===== config.mk =====
export PLATFORM = sky130hd
export DESIGN_NAME = banked_addr_mapper
export DESIGN_NICKNAME = d
export VERILOG_FILES = /design/src/rtl/amap_pkg.sv /design/src/rtl/amap_bank_reg.sv /design/src/rtl/amap_mode_dec.sv /design/src/rtl/amap_addr_mux.sv /design/src/rtl/banked_addr_mapper.sv
export SDC_FILE = /design/constraint.sdc
export NUM_CORES = 1
export LEC_CHECK = 0
export ABC_AREA = 1
export BUFFER_PORTS_ARGS = -buffer_cell sky130_fd_sc_hd__buf_2
export CAP_MARGIN = 25
export CORE_ASPECT_RATIO = 1.2
export CORE_MARGIN = 10
export CORE_UTILIZATION = 30
export DETAILED_ROUTE_END_ITERATION = 6
export PLACE_DENSITY = 0.79
export SYNTH_ARGS = -nofsm -noshare
export SYNTH_HDL_FRONTEND = slang
export SYNTH_SLANG_ARGS = --single-unit

===== constraint.sdc =====
create_clock -name clk -period 1.5 [get_ports clk]
set_input_delay 0.3 -clock clk [delete_from_list [all_inputs] [get_ports clk]]
set_output_delay 0.3 -clock clk [all_outputs]
set_load 0.01 [all_outputs]

===== src/rtl/amap_pkg.sv =====
package amap_pkg;
    localparam int LA_W    = 16;                 // logical address width
    localparam int PA_W    = 19;                 // physical address width
    localparam int LOW_W   = 8;                  // bits kept in register/table mode
    localparam int BANK_W  = PA_W - LA_W;        // 3 bank bits
    localparam int BLK_W   = 2;                  // 16 kB block number width
    localparam int OFS_W   = LA_W - BLK_W;       // offset inside a slot
    localparam int UC_W    = BANK_W - 1;         // microcode bank bits
    localparam int DB_W    = BANK_W + BLK_W;     // data bank register width
    localparam int CB_W    = BANK_W - 1;         // code bank register width
    localparam int WD_W    = 8;                  // write bus width

    typedef enum logic [2:0] {
        M_REG, M_TBL, M_NAT, M_APP, M_KS1, M_KS3, M_LIN
    } amode_e;
endpackage


===== src/rtl/amap_bank_reg.sv =====
// Bank select register with a one-cycle load from the write bus.
// Assumes a synchronous active-low reset that clears it to zero.
module amap_bank_reg #(
    parameter int W = 5
) (
    input  logic         clk,
    input  logic         rst_n,
    input  logic         we,
    input  logic [W-1:0] d,
    output logic [W-1:0] q
);
    // Holds the bank value; loads on write, clears on reset.
    always_ff @(posedge clk) begin
        if (!rst_n)  q <= '0;
        else if (we) q <= d;
    end


    load_chk: assert property (@(posedge clk) disable iff (!rst_n)
        we |=> q == $past(d));

    hold_chk: assert property (@(posedge clk) disable iff (!rst_n)
        (!we && $past(rst_n)) |=> $stable(q));
endmodule


===== src/rtl/amap_mode_dec.sv =====
// Decodes the microcode controls into one addressing mode by fixed priority.
// Assumes the controls are stable within the cycle; no storage.
module amap_mode_dec
    import amap_pkg::*;
(
    input  logic   reg_mode,
    input  logic   tbl_mode,
    input  logic   nat_mode,
    input  logic   grp_mode,
    input  logic   appl,
    input  logic   slot3,
    input  logic   lin_code,
    input  logic   use_dp,
    output amode_e mode
);
    // Priority: register, table, native, group; otherwise native.
    always_comb begin
        if (reg_mode)      mode = M_REG;
        else if (tbl_mode) mode = M_TBL;
        else if (nat_mode) mode = M_NAT;
        else if (grp_mode) begin
            if (appl)       mode = (lin_code && !use_dp) ? M_LIN : M_APP;
            else if (slot3) mode = M_KS3;
            else            mode = M_KS1;
        end
        else               mode = M_NAT;
    end
endmodule


===== src/rtl/amap_addr_mux.sv =====
// Forms the physical address from the decoded mode, the logical address,
// the bank registers and the microcode bits. Purely combinational; clock
// and reset are used only by the assertions.
module amap_addr_mux
    import amap_pkg::*;
(
    input  logic              clk,
    input  logic              rst_n,
    input  amode_e            mode,
    input  logic              use_dp,
    input  logic [LA_W-1:0]   la,
    input  logic [DB_W-1:0]   dbank,
    input  logic [CB_W-1:0]   cbank,
    input  logic [UC_W-1:0]   uc_bank,
    input  logic [1:0]        tbl_hi,
    output logic [PA_W-1:0]   pa
);
    localparam logic [BLK_W-1:0] SLOT1 = 2'b01;
    localparam logic [BLK_W-1:0] SLOT3 = 2'b11;

    logic [BLK_W-1:0]  slot;
    logic              sub_hit;
    logic [BANK_W-1:0] d_bank;
    logic [BLK_W-1:0]  d_blk;

    assign slot   = la[LA_W-1 -: BLK_W];
    assign d_bank = dbank[BANK_W-1:0];
    assign d_blk  = dbank[DB_W-1 -: BLK_W];

    // Detects whether the kernel modes swap in the register's bank and block.
    always_comb begin
        case (mode)
            M_KS1:   sub_hit = (slot == SLOT1);
            M_KS3:   sub_hit = use_dp && (slot == SLOT3);
            default: sub_hit = 1'b0;
        endcase
    end

    // Selects the upper bits per mode and passes the offset through.
    always_comb begin
        case (mode)
            M_REG: pa = {{(PA_W-LOW_W){1'b0}}, la[LOW_W-1:0]};
            M_TBL: pa = {1'b0, tbl_hi, {(LA_W-LOW_W){1'b0}}, la[LOW_W-1:0]};
            M_APP: pa = use_dp ? {d_bank, la}
                               : {cbank[CB_W-1], d_bank[BANK_W-2:0], la};
            M_LIN: pa = {cbank, uc_bank[0], la};
            M_KS1, M_KS3:
                pa = sub_hit ? {d_bank, d_blk, la[OFS_W-1:0]}
                             : {1'b0, uc_bank, la};
            default: pa = {1'b0, uc_bank, la};
        endcase
    end


    reg_zero_chk: assert property (@(posedge clk) disable iff (!rst_n)
        (mode == M_REG) |-> pa[PA_W-1:LOW_W] == '0);

    native_top_chk: assert property (@(posedge clk) disable iff (!rst_n)
        (mode == M_NAT) |-> !pa[PA_W-1]);

    ks3_code_chk: assert property (@(posedge clk) disable iff (!rst_n)
        (mode == M_KS3 && !use_dp) |-> pa[LA_W-1:0] == la);

    low_byte_chk: assert property (@(posedge clk) disable iff (!rst_n)
        pa[LOW_W-1:0] == la[LOW_W-1:0]);
endmodule


===== src/rtl/banked_addr_mapper.sv =====
// Top of the banked address mapper: selects the logical source, decodes
// the mode, holds the two bank registers and muxes the physical address.
// Assumes microcode controls and addresses are valid for the whole cycle.
module banked_addr_mapper
    import amap_pkg::*;
(
    input  logic             clk,
    input  logic             rst_n,
    input  logic [15:0]      pc_addr,
    input  logic [15:0]      dp_addr,
    input  logic             use_dp,
    input  logic             reg_mode,
    input  logic             tbl_mode,
    input  logic [1:0]       tbl_hi,
    input  logic             nat_mode,
    input  logic [1:0]       uc_bank,
    input  logic             grp_mode,
    input  logic             appl,
    input  logic             slot3,
    input  logic             lin_code,
    input  logic             dbank_we,
    input  logic             cbank_we,
    input  logic [7:0]       wr_data,
    output logic [18:0]      phys_addr
);
    logic [LA_W-1:0] la;
    logic [DB_W-1:0] dbank_q;
    logic [CB_W-1:0] cbank_q;
    amode_e          mode;

    // Picks the logical address source.
    assign la = use_dp ? dp_addr : pc_addr;

    amap_bank_reg #(.W(DB_W)) u_dbank (
        .clk(clk), .rst_n(rst_n), .we(dbank_we),
        .d(wr_data[DB_W-1:0]), .q(dbank_q)
    );

    amap_bank_reg #(.W(CB_W)) u_cbank (
        .clk(clk), .rst_n(rst_n), .we(cbank_we),
        .d(wr_data[CB_W-1:0]), .q(cbank_q)
    );

    amap_mode_dec u_dec (
        .reg_mode(reg_mode), .tbl_mode(tbl_mode), .nat_mode(nat_mode),
        .grp_mode(grp_mode), .appl(appl), .slot3(slot3),
        .lin_code(lin_code), .use_dp(use_dp), .mode(mode)
    );

    amap_addr_mux u_mux (
        .clk(clk), .rst_n(rst_n), .mode(mode), .use_dp(use_dp), .la(la),
        .dbank(dbank_q), .cbank(cbank_q), .uc_bank(uc_bank),
        .tbl_hi(tbl_hi), .pa(phys_addr)
    );


    src_low_chk: assert property (@(posedge clk) disable iff (!rst_n)
        phys_addr[7:0] == (use_dp ? dp_addr[7:0] : pc_addr[7:0]));

    reg_first_chk: assert property (@(posedge clk) disable iff (!rst_n)
        reg_mode |-> phys_addr[18:8] == 11'd0);
endmodule


==> metrics, run 1 <==
synthesis-stage register bit count=7; Mapped Nets=196; GRT overflow=0; RR Startpoint=u_cbank.q[1]$_SDFFE_PN0P_; crit path from=nat_mode; # setup viols final=5; die width=65.5 um; CTS tree=yes; Final Max Slew Viols=0; # IOs=75; crit start category=input pin; Crit path top cell by count=nand2_2; syn_area_per_cell=5.32 um^2; max frequency=594 MHz; Static Leak=0.821 nW; core box area=2330 um^2; Clock Tree Buf Depth=2; hold path startpoint=wr_data[3]; Vias=1164; CP Buf/Inv Count=2; failing checks=setup timing; Worst Clk Skew=0 ps; largest stage delay on the critical path=130 ps; most frequent cells in the layout=buf_2 (66), nand2_1 (43), nor2_1 (24); max cap viols=0; gr usage total=12.0%; Post-Route WL=3020 um; type of the worst min-delay path=in -> reg; Crit path depth=12; pwr dens=498 nW/um^2; Iter 0 DRT Violations=42; Area growth syn-to-layout=81.5%; leading cell type in the layout, fill and taps excluded=buf_2; Slew HR=88.4%; critical path arrival=1380 ps; crit-path leading delay family=simple AND/OR/NAND/NOR gates; via/cell ratio=4.51; Hold Path Depth=3; DRT Pass-1 Iters=5; DRC=0; unrepaired setup endpoints after global routing=yes; Die Ht=74.6 um; clk slew on worst S/H paths=50 ps; DRT antenna net count=0; crit path capture type=primary output; Final nets=284; min setup slack post-route=-184 ps; Final min period=1680 ps; Seq/Total Area, Yosys=18.8%; Mapped Cells=140; status=finished with violations; port bufs=71; Final Hold Slack=258 ps; reg-to-reg setup timing slack=840 ps; CP cell instances=buf_6, nor2_4, nand3_2, nor2_2, nand3_2, nand2_2, nand2_4, nand2_2, nand2_2, nand2_1, nand2_1, buf_2; vias in the first global route=1106; post-DP HPWL=2470 um; starting density of the core=32.0%; Post-DP Area=1220 um^2; final instance area=1350 um^2; crit share post-route=112%; Worst Path Max Fanout=3; VDD IR max=0.507 mV; Hold Buf Count CTS=0; Std-Cell Rows=19; slowest cell on the critical path=nor2_4; Cell Area, Synth=744 um^2; CP endpoint=phys_addr[16]; final hold violations=0; clock sinks=7; Syn. warnings=0; antenna violations before repair=0; FF-to-FF path depth=2; Clock Tree Root=clkbuf_4; CP required=1200 ps; first-pass GRT wire length=4760 um; Antenna Cells=0; share of cells above drive strength 1=53.7%; synth unique cells=19; drt wl/cell=11.7 um; Setup CP Type=in -> out; Clk Latency, worst-skew pair=250 ps; H-tree levels=1; CTS Buf Count=3; GP Congestion=0.739; die area=4880 um^2; largest net degree at the start of global routing=15; Worst-Margin Slew=172 ps; RR Endpoint=u_cbank.q[1]$_SDFFE_PN0P_
how the worst min path moves through the flow:
| stage | end | slack, ps |
|---|---|---|
| finish | u_dbank.q[3]$_SDFFE_PN0P_ | 260 |
| global route | u_dbank.q[4]$_SDFFE_PN0P_ | 300 |
| CTS | u_dbank.q[3]$_SDFFE_PN0P_ | 260 |
| detailed placement | u_dbank.q[4]$_SDFFE_PN0P_ | 500 |
| global placement | u_dbank.q[4]$_SDFFE_PN0P_ | 480 |
| floorplan | u_cbank.q[0]$_SDFFE_PN0P_ | 430 |
where the power goes:
group | total, mW | internal, mW | leakage, nW | switching, mW
logic | 0.291 | 0.142 | 0.748 | 0.149
registers | 0.207 | 0.199 | 0.0582 | 0.00743
clock network | 0.176 | 0.102 | 0.0150 | 0.0743
Yosys cell counts:
library cell / count / area share (%)
or2_1: 1 / 0.84
buf_6: 1 / 1.5
a21oi_1: 5 / 3.4
inv_1: 13 / 6.6
nor2_4: 3 / 4.5
inv_6: 1 / 1.2
nand3_1: 5 / 3.4
and3_1: 1 / 0.84
o21ai_0: 15 / 10
nand2_2: 4 / 3.4
clkbuf_1: 2 / 1.0
nand3_2: 3 / 4.0
nor3_1: 1 / 0.67
nor2_1: 26 / 13
inv_2: 2 / 1.0
o21ai_1: 1 / 0.67
nor2_2: 1 / 0.84
nand2_1: 48 / 24
dfxtp_1: 7 / 19
through the flow:
step           setup slack, ps  util (%)  instances  power (mW)  setup TNS (ps)
6_report                  -184      58.0        258       0.674            -795
5_1_grt                   -285      58.0        258       0.728           -1210
4_1_cts                   -153      55.5        258       0.667            -676
3_5_place_dp              -205      52.3        252       0.476            -933
3_3_place_gp              -203      52.3        252       0.472            -911
2_1_floorplan             45.5         -        140       0.332               0
metal layers:
metal / share of wire (%) / GRT usage (%) / up-vias
li1: - / - / 609
met3: 8.7 / 4.05 / 9
met2: 52 / 22.8 / 52
met4: 2.3 / 4.76 / 0
met1: 37 / 11.5 / 494
met5: 0 / 0 / -
flip-flops by register name (all words and copies together) (netlist names):
signal,count
u_dbank.q,5
u_cbank.q,2
worst reg2reg max path: stages, from the launching register on:
cell and delay [ps]:
dfxtp_1 310, o21ai_0 180, nor2_1 60
what timing repair did:
action	in CTS	in global routing
pin swaps	4	11
setup buffers	2	0
cloned	0	0
resized for setup	14	17
setup endpoints to repair	5	5
cell type report:
cell class	count	area, um^2
tap	31	38.8
sequential	7	140
inverter	16	65.1
multi-input combinational	114	586
fill	257	978
timing repair buffer	86	495
clock buffer	4	26.3
cells by family (layout without fill, tap and decap cells):
| logic type | Yosys count | count (layout) | synth area share, % |
|---|---|---|---|
| AO/OA/AOI/OAI | 21 | 21 | 14.1 |
| AND/OR/NAND/NOR | 93 | 93 | 55.8 |
| buffers and inverters | 19 | 106 | 11.3 |
| flip-flops | 7 | 7 | 18.8 |
Power figures use the tool's default switching activity.
==> run 2, diff against run 1 <==
- SETUP_SLACK_MARGIN: not set -> 0.05
- clock period: 1.5 -> 2.1 ns (I/O delays scaled with it)
==> metrics, run 2 (same netlist as run 1, synthesis figures left out) <==
max cap viols=0; Worst Clk Skew=0 ps; max reg flops=5; drt wl/cell=11.3 um; most frequent cells in the layout=buf_2 (70), nand2_1 (44), nor2_1 (26); Static Leak=0.759 nW; DRC=0; crit share post-route=92.9%; post-DP HPWL=2410 um; DRT antenna net count=0; H-tree levels=1; Final min period=1950 ps; setup_tns=0 ps; clk slew on worst S/H paths=50 ps; GRT overflow=0; clock sinks=7; first-pass GRT wire length=4470 um; largest reg by FF count=u_dbank.q; crit start category=input pin; Iter 0 DRT Violations=31; Clock Tree Buf Depth=2; gr usage total=11.2%; antenna violations before repair=0; CP cell instances=buf_6, inv_2, nor2_4, nand3_2, nor2_2, nand3_2, nand2_2, nand2_4, nand2_4, nand2_2, nand2_1, nand2_1, buf_2; vias in the first global route=1032; Antenna Cells=0; pwr dens=371 nW/um^2; Slew HR=86.9%; port bufs=71; crit path from=grp_mode; Area growth syn-to-layout=64.7%; Hold Buf Count CTS=0; Setup CP Type=in -> out; area taken by multi-input logic gates=557 um^2; GP Congestion=0.737; Final Hold Slack=395 ps; status=finished, final reports clean; unrepaired setup endpoints after global routing=yes; critical path arrival=1530 ps; via/cell ratio=4.29; Worst-Margin Slew=195 ps; largest net degree at the start of global routing=15; share of cells above drive strength 1=47.5%; Die Ht=74.6 um; CTS tree=yes; slowest cell on the critical path=nor2_4; max frequency=513 MHz; reg-to-reg setup timing slack=1450 ps; Power Total=0.454 mW; crit path capture type=primary output; # IOs=75; leading cell type in the layout, fill and taps excluded=buf_2; starting density of the core=32.0%; Fillers=290; CP required=1680 ps; die width=65.5 um; Worst Path Max Fanout=4; Final nets=274; type of the worst min-delay path=in -> reg; Std-Cell Rows=19; FF-to-FF path depth=2; final hold violations=0; CTS Buf Count=3; VDD IR max=0.316 mV; biggest regs=u_dbank.q x5, u_cbank.q x2; core box area=2330 um^2; die area=4880 um^2; Clock Tree Root=clkbuf_4; CP endpoint=phys_addr[15]; DRT Pass-1 Iters=4; Final Max Slew Viols=0; sequential cell area=140 um^2; Vias=1064; Clk Latency, worst-skew pair=250 ps; largest stage delay on the critical path=140 ps; RR Startpoint=u_dbank.q[2]$_SDFFE_PN0P_; Post-Route WL=2790 um; RR Endpoint=u_dbank.q[2]$_SDFFE_PN0P_; # setup viols final=0
[run 2: final cells by class]
class                   count  area share [%]
clock buffers               4            2.14
inverters                  16            5.31
multi-input cells         114            45.4
flip-flops and latches      7            11.4
well taps                  31            3.16
repair buffers             76            32.6
[run 2: how the worst min path moves through the flow]
stage	end	cells past startpoint	start
after floorplan	u_dbank.q[0]$_SDFFE_PN0P_	2	u_dbank.q[0]$_SDFFE_PN0P_
after global placement	u_dbank.q[4]$_SDFFE_PN0P_	2	u_dbank.q[4]$_SDFFE_PN0P_
after detailed placement	u_dbank.q[4]$_SDFFE_PN0P_	2	u_dbank.q[4]$_SDFFE_PN0P_
after CTS	u_dbank.q[2]$_SDFFE_PN0P_	3	wr_data[2]
after global routing	u_dbank.q[4]$_SDFFE_PN0P_	3	wr_data[4]
final	u_dbank.q[3]$_SDFFE_PN0P_	3	wr_data[3]
[run 2: worst max-delay path: cells and delay by family]
kind | cells | cell delay (ps)
buf+inv | 3 | 230
simple gates | 10 | 870
[run 2: metal layers]
layer | routed length, um | track usage (%)
met4 | 0 | 2.86
met2 | 1500 | 22.1
met3 | 182 | 2.85
met1 | 1110 | 11.2
met5 | 0 | 0
[run 2: timing repair]
action,4_1_cts,5_1_grt
gates resized for setup,0,14
endpoints found under the setup margin,0,4
setup buffers,0,2
hold endpoints to repair,0,0
[run 2: report_power, final]
part           switching (mW)  internal [mW]  total [mW]
Combinational          0.0986         0.0873       0.186
Clock                  0.0485         0.0724       0.121
Sequential            0.00516          0.142       0.148
Total                   0.152          0.302       0.454
[run 2: metrics by stage]
step / util [%] / cell area, um^2 / instances / worst slack, ps
floorplan: - / 744 / 140 / 405
detailed placement: 49.0 / 1140 / 242 / 138
CTS: 50.2 / 1170 / 246 / 127
finish: 52.6 / 1230 / 248 / 150
global route: 52.6 / 1230 / 248 / 41.8
global placement: 49.0 / 1140 / 242 / 153
